`config.mk`:
```
export PLATFORM = sky130hd
export DESIGN_NAME = cmdseq_guard
export DESIGN_NICKNAME = d
export VERILOG_FILES = /design/src/rtl/cmdseq_guard_pkg.sv /design/src/rtl/cmdseq_load_track.sv /design/src/rtl/cmdseq_matcher.sv /design/src/rtl/cmdseq_prot_state.sv /design/src/rtl/cmdseq_guard.sv
export SDC_FILE = /design/constraint.sdc
export NUM_CORES = 1
export LEC_CHECK = 0
export BUFFER_PORTS_ARGS = -buffer_cell sky130_fd_sc_hd__buf_4
export CAP_MARGIN = 5
export CORE_AREA = 5 5 80 82
export DETAILED_ROUTE_END_ITERATION = 10
export DIE_AREA = 0 0 85 87
export GPL_TIMING_DRIVEN = 0
export SYNTH_ARGS = -nofsm -noshare
export SYNTH_HDL_FRONTEND = slang
export SYNTH_HIERARCHICAL = 1
export SYNTH_SLANG_ARGS = --single-unit
```
`constraint.sdc`:
```
create_clock -name clk_i -period 6.1 [get_ports clk_i]
set_input_delay 0.305 -clock clk_i [delete_from_list [all_inputs] [get_ports clk_i]]
set_output_delay 0.305 -clock clk_i [all_outputs]
set_load 0.01 [all_outputs]
```
`src/rtl/cmdseq_guard_pkg.sv`:
```
`timescale 1ns/1ps
package cmdseq_guard_pkg;
  localparam int ADDR_W = 15;
  localparam int DATA_W = 8;

  localparam logic [ADDR_W-1:0] KEY_ADDR_A = 15'h5555;
  localparam logic [ADDR_W-1:0] KEY_ADDR_B = 15'h2AAA;
  localparam logic [DATA_W-1:0] KEY_OPEN   = 8'hAA;
  localparam logic [DATA_W-1:0] KEY_CONF   = 8'h55;
  localparam logic [DATA_W-1:0] KEY_ARM    = 8'hA0;
  localparam logic [DATA_W-1:0] KEY_EXT    = 8'h80;
  localparam logic [DATA_W-1:0] KEY_DISARM = 8'h20;

  localparam int SEQ_LEN = 6;
  localparam int STEP_W  = $clog2(SEQ_LEN);
  localparam int ARM_STEP = 2;

  typedef enum logic [1:0] {PH_IDLE, PH_LOAD, PH_PROG} phase_e;
  typedef enum logic [1:0] {PEND_NONE, PEND_SET, PEND_CLR} pend_e;
endpackage

```
`src/rtl/cmdseq_load_track.sv`:
```
`timescale 1ns/1ps
module cmdseq_load_track
  import cmdseq_guard_pkg::*;
#(
  parameter int BLC_CYC = 16
) (
  input  logic   clk_i,
  input  logic   rst_ni,
  input  logic   wr_i,
  input  logic   done_i,
  output phase_e phase_o,
  output logic   take_o
);
  localparam int CW = $clog2(BLC_CYC + 1);
  localparam logic [CW-1:0] LAST = CW'(BLC_CYC - 1);

  phase_e        ph_q;
  logic [CW-1:0] gap_q;

  // strobes are accepted outside the programming window; done wins
  assign take_o  = wr_i && !done_i && (ph_q != PH_PROG);
  assign phase_o = ph_q;

  always_ff @(posedge clk_i or negedge rst_ni) begin
    if (!rst_ni) begin
      ph_q  <= PH_IDLE;
      gap_q <= '0;
    end else if (done_i) begin
      ph_q  <= PH_IDLE;
      gap_q <= '0;
    end else begin
      unique case (ph_q)
        PH_IDLE: if (wr_i) begin
          ph_q  <= PH_LOAD;
          gap_q <= '0;
        end
        PH_LOAD: begin
          if (wr_i)              gap_q <= '0;
          else if (gap_q == LAST) ph_q  <= PH_PROG;
          else                    gap_q <= gap_q + 1'b1;
        end
        default: ph_q <= PH_PROG;
      endcase
    end
  end
endmodule

```
`src/rtl/cmdseq_matcher.sv`:
```
`timescale 1ns/1ps
module cmdseq_matcher
  import cmdseq_guard_pkg::*;
#(
  parameter int AW = ADDR_W,
  parameter int DW = DATA_W
) (
  input  logic          clk_i,
  input  logic          rst_ni,
  input  logic          restart_i,
  input  logic          take_i,
  input  logic [AW-1:0] addr_i,
  input  logic [DW-1:0] data_i,
  output logic          hit_o,
  output logic          arm_o,
  output logic          disarm_o
);
  logic [STEP_W-1:0] step_q;
  logic              dead_q;
  logic [AW-1:0]     exp_a;
  logic [DW-1:0]     exp_d;
  logic              alt_ok;

  always_comb begin
    exp_a  = KEY_ADDR_A;
    exp_d  = KEY_OPEN;
    alt_ok = 1'b0;
    unique case (step_q)
      STEP_W'(0): begin exp_a = KEY_ADDR_A; exp_d = KEY_OPEN; end
      STEP_W'(1): begin exp_a = KEY_ADDR_B; exp_d = KEY_CONF; end
      STEP_W'(2): begin
        exp_a  = KEY_ADDR_A;
        exp_d  = KEY_ARM;
        alt_ok = (data_i == KEY_EXT);
      end
      STEP_W'(3): begin exp_a = KEY_ADDR_A; exp_d = KEY_OPEN; end
      STEP_W'(4): begin exp_a = KEY_ADDR_B; exp_d = KEY_CONF; end
      default:    begin exp_a = KEY_ADDR_A; exp_d = KEY_DISARM; end
    endcase
  end

  assign hit_o    = take_i && !dead_q && (addr_i == exp_a) &&
                    ((data_i == exp_d) || alt_ok);
  assign arm_o    = hit_o && (step_q == STEP_W'(ARM_STEP)) && (data_i == KEY_ARM);
  assign disarm_o = hit_o && (step_q == STEP_W'(SEQ_LEN - 1));

  always_ff @(posedge clk_i or negedge rst_ni) begin
    if (!rst_ni) begin
      step_q <= '0;
      dead_q <= 1'b0;
    end else if (restart_i) begin
      step_q <= '0;
      dead_q <= 1'b0;
    end else if (take_i && !dead_q) begin
      // a finished or broken command turns the rest of the load into data
      if (!hit_o || arm_o || disarm_o) dead_q <= 1'b1;
      else                             step_q <= step_q + 1'b1;
    end
  end
endmodule

```
`src/rtl/cmdseq_prot_state.sv`:
```
`timescale 1ns/1ps
module cmdseq_prot_state
  import cmdseq_guard_pkg::*;
(
  input  logic clk_i,
  input  logic rst_ni,
  input  logic prot_rst_ni,
  input  logic done_i,
  input  logic arm_i,
  input  logic disarm_i,
  output logic prot_o,
  output logic commit_ok_o
);
  logic  prot_q;
  logic  unlock_q;
  pend_e pend_q;

  // persistent flag: untouched by the ordinary reset
  always_ff @(posedge clk_i or negedge prot_rst_ni) begin
    if (!prot_rst_ni)                      prot_q <= 1'b0;
    else if (done_i && pend_q == PEND_SET) prot_q <= 1'b1;
    else if (done_i && pend_q == PEND_CLR) prot_q <= 1'b0;
  end

  always_ff @(posedge clk_i or negedge rst_ni) begin
    if (!rst_ni) begin
      pend_q   <= PEND_NONE;
      unlock_q <= 1'b0;
    end else if (done_i) begin
      pend_q   <= PEND_NONE;
      unlock_q <= 1'b0;
    end else if (arm_i) begin
      pend_q   <= PEND_SET;
      unlock_q <= 1'b1;
    end else if (disarm_i) begin
      pend_q   <= PEND_CLR;
      unlock_q <= 1'b1;
    end
  end

  assign prot_o      = prot_q;
  assign commit_ok_o = !prot_q || unlock_q;
endmodule

```
`src/rtl/cmdseq_guard.sv`:
```
`timescale 1ns/1ps
module cmdseq_guard
  import cmdseq_guard_pkg::*;
#(
  parameter int AW      = ADDR_W,
  parameter int DW      = DATA_W,
  parameter int BLC_CYC = 16
) (
  input  logic          clk_i,
  input  logic          rst_ni,
  input  logic          prot_rst_ni,
  input  logic          wr_i,
  input  logic [AW-1:0] addr_i,
  input  logic [DW-1:0] data_i,
  input  logic          prog_done_i,
  output logic          prot_o,
  output logic          commit_ok_o,
  output logic          cmd_byte_o
);
  phase_e ph;
  logic   take;
  logic   arm;
  logic   disarm;

  cmdseq_load_track #(.BLC_CYC(BLC_CYC)) u_load (
    .clk_i   (clk_i),
    .rst_ni  (rst_ni),
    .wr_i    (wr_i),
    .done_i  (prog_done_i),
    .phase_o (ph),
    .take_o  (take)
  );

  cmdseq_matcher #(.AW(AW), .DW(DW)) u_match (
    .clk_i     (clk_i),
    .rst_ni    (rst_ni),
    .restart_i (prog_done_i),
    .take_i    (take),
    .addr_i    (addr_i),
    .data_i    (data_i),
    .hit_o     (cmd_byte_o),
    .arm_o     (arm),
    .disarm_o  (disarm)
  );

  cmdseq_prot_state u_prot (
    .clk_i       (clk_i),
    .rst_ni      (rst_ni),
    .prot_rst_ni (prot_rst_ni),
    .done_i      (prog_done_i),
    .arm_i       (arm),
    .disarm_i    (disarm),
    .prot_o      (prot_o),
    .commit_ok_o (commit_ok_o)
  );
endmodule

```
==> results of run 1 <==
## registers in the layout (all words and copies together) (netlist names)
register and cells:
u_load/gap_q 5, u_load/phase_o 2, u_match/dead_q 1, u_match/step_q 3, u_prot/pend_q 2, u_prot/prot_o 1, u_prot/unlock_q 1
## power breakdown
| group | switching [mW] | internal (mW) | leakage (nW) |
|---|---|---|---|
| logic | 0.0295 | 0.0327 | 0.496 |
| clock network | 0.0338 | 0.0462 | 0.0228 |
| registers | 0.00222 | 0.102 | 0.206 |
| total | 0.0655 | 0.181 | 0.725 |
## Yosys cell counts, types with 2 or more instances
| master | instances | area share |
|---|---|---|
| nor4bb_1 | 4 | 0.031 |
| nor3_1 | 3 | 0.012 |
| o21ai_0 | 3 | 0.012 |
| or2_1 | 2 | 0.0097 |
| a22oi_1 | 2 | 0.012 |
| nand2b_1 | 2 | 0.0097 |
| nand4_1 | 3 | 0.015 |
| nor4_1 | 2 | 0.0097 |
| ha_1 | 7 | 0.068 |
| nand3_1 | 3 | 0.012 |
| nor2_1 | 18 | 0.053 |
| o21ai_1 | 2 | 0.0078 |
| inv_2 | 2 | 0.0059 |
| a21oi_1 | 10 | 0.039 |
| mux2i_1 | 2 | 0.016 |
| o2bb2ai_1 | 2 | 0.014 |
| o21bai_1 | 3 | 0.018 |
| and3_1 | 6 | 0.029 |
| dfrtp_1 | 15 | 0.29 |
| mux2_2 | 2 | 0.018 |
| inv_1 | 9 | 0.026 |
| buf_6 | 2 | 0.018 |
| nor3b_1 | 3 | 0.018 |
| nor4b_1 | 2 | 0.014 |
| nand2_1 | 6 | 0.018 |
| nor2b_1 | 2 | 0.0097 |
| a31oi_1 | 3 | 0.015 |
| a211oi_1 | 2 | 0.012 |
| o22ai_1 | 2 | 0.0097 |
## worst register-to-register path: cells and delay by family (launching register included)
family / cells / cell delay [ps]
buffers and inverters: 3 / 350
adders and majority gates: 1 / 260
DFF: 1 / 400
AOI/OAI and AO/OA: 5 / 1310
and+or+nand+nor: 3 / 460
## per-stage QoR
stage               std cells  setup slack (ps)  hold slack, ps  area, sq um  total power [mW]
global placement          249              3270            81.1         1600             0.167
global route              255              2930             314         1670             0.264
detailed placement        249              3310            81.4         1600             0.167
finish                    255              3130             314         1670             0.246
floorplan                 144              3530            9.41         1280             0.142
CTS                       255              3140             305         1670             0.252
## how the worst max path moves through the flow
| stage | from | to | slack [ps] | cells after the start |
|---|---|---|---|---|
| floorplan | u_match/step_q[2] | u_prot/pend_q[1] | 3530 | 12 |
| global placement | u_match/step_q[2] | u_prot/pend_q[0] | 3270 | 13 |
| detailed placement | u_match/step_q[2] | u_prot/pend_q[1] | 3310 | 12 |
| CTS | u_match/step_q[2] | cmd_byte_o | 3140 | 10 |
| global route | u_match/step_q[0] | cmd_byte_o | 2930 | 10 |
| finish | u_match/step_q[2] | cmd_byte_o | 3130 | 10 |
## layout by cell type (no fill, tap or decap), types with 3 or more instances in the layout
cell type and count:
nand4_1 3, o21bai_1 3, inv_1 9, o21ai_0 3
nand2_1 6, buf_4 30, and3_1 6, nor3_1 3
nand3_1 3, dfrtp_1 15, clkbuf_8 3, nor2_1 18
a31oi_1 3, nor4bb_1 4, nor3b_1 3, ha_1 7
a21oi_1 10
## layer usage
| metal | routed length, microns | vias up | global-route usage | part of all wire |
|---|---|---|---|---|
| met5 | 0 | - | 0 | 0 |
| met4 | 32 | 0 | 0.0302 | 0.011 |
| met3 | 91 | 4 | 0.0180 | 0.032 |
| met2 | 1380 | 16 | 0.147 | 0.48 |
| met1 | 1370 | 552 | 0.0975 | 0.48 |
| li1 | - | 610 | - | - |
## cells by family (layout without fill, tap and decap cells)
| family | Yosys count | count (layout) | share of synthesized area |
|---|---|---|---|
| and+or+nand+nor | 66 | 66 | 0.312 |
| AOI/OAI and AO/OA | 37 | 37 | 0.215 |
| DFF | 15 | 15 | 0.292 |
| buffers and inverters | 15 | 51 | 0.0789 |
| adders and majority gates | 7 | 7 | 0.0682 |
| muxes | 4 | 4 | 0.0331 |
## area by class of cell
class	count	share of cell area
multi-input combinational	114	0.484
sequential	15	0.225
timing repair buffer	32	0.147
tap	75	0.0563
buffer	4	0.0360
clock buffer	4	0.0270
inverter	11	0.0248
==> metrics.md, run 1 <==
| Metric | Value |
|---|---|
| Die X | `85 microns` |
| Synthesis Warnings | `6` |
| Async SR Flop Fraction | `1.00` |
| Clock sink total | `15` |
| DR DRC count | `0` |
| Remaining Overflow, GRT | `0` |
| Crit-path leading delay family | `compound AO/OA/AOI/OAI gates` |
| Synth Area per Inst | `8.91 sq um` |
| Max cap viols | `0` |
| Storage cell area | `375 sq um` |
| Req. time, crit path | `5790 ps` |
| Io pins | `31` |
| CTS buffer count | `3` |
| Die Ht | `87 microns` |
| Leakage Power | `0.725 nW` |
| Prevailing post-synth register cell | `dfrtp_1` |
| Actual slew at the worst max-slew pin | `496 ps` |
| Via density | `4.64` |
| Syn_nets | `179` |
| Die ar. | `7400 sq um` |
| Pre-antenna DRT Iters | `4` |
| Via Count | `between 1,000 and 1,500` |
| CP max-delay cell | `o41a_1` |
| # setup viols final | `0` |
| Critical Path Start Type | `flip-flop` |
| Post-layout util | `0.294` |
| Worst-path fanout max | `10` |
| EDFF count, synth | `0` |
| Initial Utilization | `0.226` |
| Worst slew margin | `0.667` |
| Row cnt | `28` |
| Register area share after synthesis | `0.292` |
| Yosys reg bits | `15` |
| CTS root buf | `clkbuf_8` |
| R2R depth | `12` |
| Worst Hold Endpoint | `u_prot/pend_q[0]` |
| R2r startpoint | `u_match/step_q[2]` |
| Antenna Cells | `0` |
| Vias in the first global route | `1,148` |
| Multi-input gate area | `roughly 810 sq um` |
| Initial DRC count | `33` |
| R2R Setup Slk | `around 3200 ps` |
| Hold WC Path Type | `in -> reg` |
| Fill cells | `~620` |
| CORE AREA | `about 5700 sq um` |
| CTS tree | `built` |
| Final Hold Fails | `0` |
| Status | `complete, no violations` |
| Worst path max stage delay | `450 ps` |
| Wire length per cell | `roughly 11 microns` |
| Total Routed Length | `2870 microns` |
| Maximum VDD drop | `around 65 uV` |
| Initial antenna violation count | `0` |
| Post-cts resize count | `0` |
| Syn Inst Count | `144` |
| Reg clk slew, reported paths | `60 ps` |
| Pin count of the biggest net entering global routing | `15` |
| Highest clock rate | `0.337 GHz` |
| Share of post-route cells with drive strength above 1 | `0.278` |
| Area Growth Syn to Fin | `29.9%` |
| H-tree levels | `1` |
| Clock skew | `0.779 ps` |
| Post-layout minimum cycle time | `around 3000 ps` |
| GRT Resource Usage Total | `0.0827` |
| Post-DRT Antenna Nets | `0` |
| Distinct cells, synth | `49` |
| Setup Fix Bufs, Post-CTS | `0` |
| Crit end category | `primary output` |
| Worst-skew pair later-pin latency | `240 ps` |
| Nets@finish | `216` |
| DP HPWL | `2320 microns` |
| Clk buf depth | `2` |
| Slew Limit Fails | `0` |
| Hold_buf cts | `2` |
| HP Start | `prog_done_i` |
| GP Congestion | `0.790` |
| IO Port Bufs | `30` |
| Synth Cell Area | `1280 sq um` |
| FF-to-FF End | `u_prot/pend_q[1]` |
| Min-Delay Path Depth | `2` |
| Critical path, cell by cell | `buf_2 -> inv_2 -> ha_1 -> nand2b_4 -> a221oi_2 -> and3_1 -> o22ai_1 -> o41a_1 -> a21oi_2 -> buf_4` |
| Setup TNS | `0 ps` |
| Critical path data arrival time | `roughly 2700 ps` |
| CP Class | `reg -> out` |
| Power Density | `roughly 150 nW/um^2` |
| First-pass GRT wire length | `between 5000 and 6000 microns` |
| Fin crit share | `0.486` |
| Crit path buffers/inverters | `3` |
| RSZ-0062 raised after global routing | `false` |
No activity file was read; power rests on OpenSTA's default activity.
==> inputs of run 2 (changes only) <==
Clock period 6.1 ns to 2.5 ns, I/O delays scaled along.
==> run 2 against run 1 <==
  * Critical path depth grew 2
  * First-iteration DRC count grew 27%
  * Power grew to 2.7 times the previous value
  * The run now ends with setup timing left
  * Via count grew 5.0%
  * Non-clock buffer count grew 10
  * Sequential power grew 140%
  * Global-route usage grew 0.85 points
  * Register-to-register slack lost 3200 ps
  * Sequential share of layout area shrank 2.8 points
  * Sequential cell count is the same
==> metrics.md, run 2 (same netlist as run 1, synthesis figures left out) <==
| Metric | Value |
|---|---|
| Share of post-route cells with drive strength above 1 | `0.437 (was 0.278)` |
| Highest clock rate | `between 0.3 and 0.4 GHz` |
| Total Routed Length | `3430 microns (was 2870 microns)` |
| Initial Utilization | `0.226 (unchanged)` |
| Leakage Power | `0.784 nW (was 0.725 nW)` |
| Via Count | `1,241 (was 1,182)` |
| Pre-antenna DRT Iters | `4 (unchanged)` |
| Clock sink total | `15 (unchanged)` |
| Power Density | `349 nW/um^2 (was 148 nW/um^2)` |
| Total power | `0.666 mW (was 0.246 mW)` |
| Io pins | `31 (unchanged)` |
| Crit end category | `flip-flop (was primary output)` |
| Worst Hold Endpoint | `u_prot/pend_q[1] (was u_prot/pend_q[0])` |
| IO Port Bufs | `30 (unchanged)` |
| CTS tree | `built (unchanged)` |
| Max reg flops | `5 (unchanged)` |
| DR DRC count | `0 (unchanged)` |
| Failing checks | `setup timing` |
| Worst-path fanout max | `3 (was 10)` |
| First-pass GRT wire length | `5420 microns (was 5030 microns)` |
| Crit. Startpoint | `u_match/step_q[0] (was u_match/step_q[2])` |
| Fin crit share | `1.01` |
| Fin Hold WS | `127 ps (was 314 ps)` |
| R2R Setup Slk | `-20 ps (was 3220 ps)` |
| Most frequent cells in the layout | `38 x buf_4, 17 x nor2_1, 14 x dfrtp_1 (was 30 x buf_4, 18 x nor2_1, 15 x dfrtp_1)` |
| Commonest non-fill, non-tap cell in the layout | `buf_4 (unchanged)` |
| CORE AREA | `5680 sq um (unchanged)` |
| CP Class | `reg -> reg (was reg -> out)` |
| Fin worst setup slack | `-20.0 ps (was 3130 ps)` |
| Initial DRC count | `42 (was 33)` |
| Max cap viols | `0 (unchanged)` |
| CTS buffer count | `3 (unchanged)` |
| Area Growth Syn to Fin | `48.5% (was 29.9%)` |
| Fill cells | `614 (was 622)` |
| R2r startpoint | `u_match/step_q[0] (was u_match/step_q[2])` |
| Status | `finished, violations left (was complete, no violations)` |
| Largest Register | `u_load/gap_q (unchanged)` |
| Clock skew | `2.50 ps (was 0.779 ps)` |
| Critical path data arrival time | `2680 ps (was 2660 ps)` |
| Nets@finish | `226 (was 216)` |
| Reg clk slew, reported paths | `60 ps (about the same)` |
| Post-DRT Antenna Nets | `0 (unchanged)` |
| R2R depth | `12 (unchanged)` |
| Antenna Cells | `0 (unchanged)` |
| Req. time, crit path | `2660 ps (was 5790 ps)` |
| Die Ht | `87 microns (unchanged)` |
| Hold WC Path Type | `in -> reg (unchanged)` |
| Actual slew at the worst max-slew pin | `550 ps (was 496 ps)` |
| Critical Path Start Type | `flip-flop (unchanged)` |
| Pin count of the biggest net entering global routing | `15 (unchanged)` |
| Worst-skew pair later-pin latency | `250 ps (was 240 ps)` |
| FF-to-FF End | `u_prot/pend_q[1] (unchanged)` |
| Final Hold Fails | `0 (unchanged)` |
| Clk buf depth | `2 (unchanged)` |
| Worst slew margin | `0.630 (was 0.667)` |
| Die ar. | `7400 sq um (unchanged)` |
| RSZ-0062 raised after global routing | `true (was false)` |
| GP Congestion | `0.769 (was 0.790)` |
| Vias in the first global route | `1,230 (was 1,148)` |
| H-tree levels | `1 (unchanged)` |
| Post-layout minimum cycle time | `2520 ps` |
| Wire length per cell | `12.9 microns (was 11.3 microns)` |
| Remaining Overflow, GRT | `0 (unchanged)` |
| DP HPWL | `2360 microns (was 2320 microns)` |
| Initial antenna violation count | `0 (unchanged)` |
| GRT Resource Usage Total | `0.0912 (was 0.0827)` |
| Via density | `4.68 (was 4.64)` |
| Min-Delay Path Depth | `2 (unchanged)` |
| Maximum VDD drop | `132 uV (was 64.5 uV)` |
| CTS root buf | `clkbuf_8 (unchanged)` |
| Row cnt | `28 (unchanged)` |
| # setup viols final | `3 (was 0)` |
| Setup TNS | `-29.4 ps (was 0 ps)` |
| HP Start | `prog_done_i (unchanged)` |
| Slew Limit Fails | `0 (unchanged)` |
| Biggest regs | `u_load/gap_q: 5 flops, u_match/step_q: 3 flops (unchanged)` |
| Die X | `85 microns (unchanged)` |
-- run 2: cell count changes in the layout (fill, tap and decap cells not counted), moves of 3 or more --
cell,before,now
buf_4,30,38
ha_1,7,2
a21oi_1,10,7
and3_1,6,3
buf_6,2,5
ha_4,0,3
inv_4,0,3
-- run 2: how the worst max path moves through the flow --
| stage | depth (start not counted) | end | slack (ps) |
|---|---|---|---|
| floorplan | 11 | u_prot/pend_q[1] | -20 |
| global route | 12 | u_prot/pend_q[0] | -150 |
| finish | 12 | u_prot/pend_q[1] | -20 |
| detailed placement | 12 | u_prot/pend_q[1] | -220 |
| global placement | 12 | u_prot/pend_q[0] | -220 |
| CTS | 9 | cmd_byte_o | -50 |
-- run 2: power breakdown --
group	total [mW]	switching (mW)	leakage, nW	internal (mW)
Combinational	0.213	0.0997	0.556	0.113
Sequential	0.254	0.00554	0.205	0.249
Clock	0.199	0.0866	0.0228	0.113
-- run 2: critical path, cell delays in order (launching register included) --
cell	delay, ps
dfrtp_1	420
buf_6	140
inv_4	70
ha_4	130
o21bai_1	100
a221oi_4	250
and3_4	240
o22ai_4	70
or3_4	390
a21oi_4	170
and3_4	220
inv_4	40
a211oi_2	200
-- run 2: what timing repair did --
| item | CTS | global route |
|---|---|---|
| pin swaps | 12 | 6 |
| setup endpoints to repair | 5 | 8 |
| resized for setup | 20 | 14 |
| endpoints found under the hold margin | 15 | 0 |
| setup buffers | 9 | 1 |
| hold buffers | 2 | 0 |
-- run 2: final cells by class --
cell class | instances | area, sq um | area share
Multi-Input combinational cell | 114 | 948 | 0.497
Inverter | 11 | 48.8 | 0.0256
Buffer | 4 | 66.3 | 0.0348
Sequential cell | 15 | 377 | 0.198
Timing Repair Buffer | 42 | 328 | 0.172
Tap cell | 75 | 93.8 | 0.0492
Clock buffer | 4 | 45.0 | 0.0236
-- run 2: metrics by stage --
stage | area (sq um) | setup WS [ps] | std cells | utilization
floorplan | 1300 | -22.7 | 144 | -
global placement | 1620 | -219 | 249 | 0.285
detailed placement | 1620 | -223 | 249 | 0.285
CTS | 1830 | -50.6 | 264 | 0.323
global route | 1910 | -150 | 265 | 0.336
finish | 1910 | -20.0 | 265 | 0.336
-- run 2: layer usage --
metal / GRT usage / part of all wire
met3: 0.0180 / 0.032
met5: 0 / 0
met2: 0.155 / 0.51
met4: 0.0475 / 0.020
met1: 0.108 / 0.43
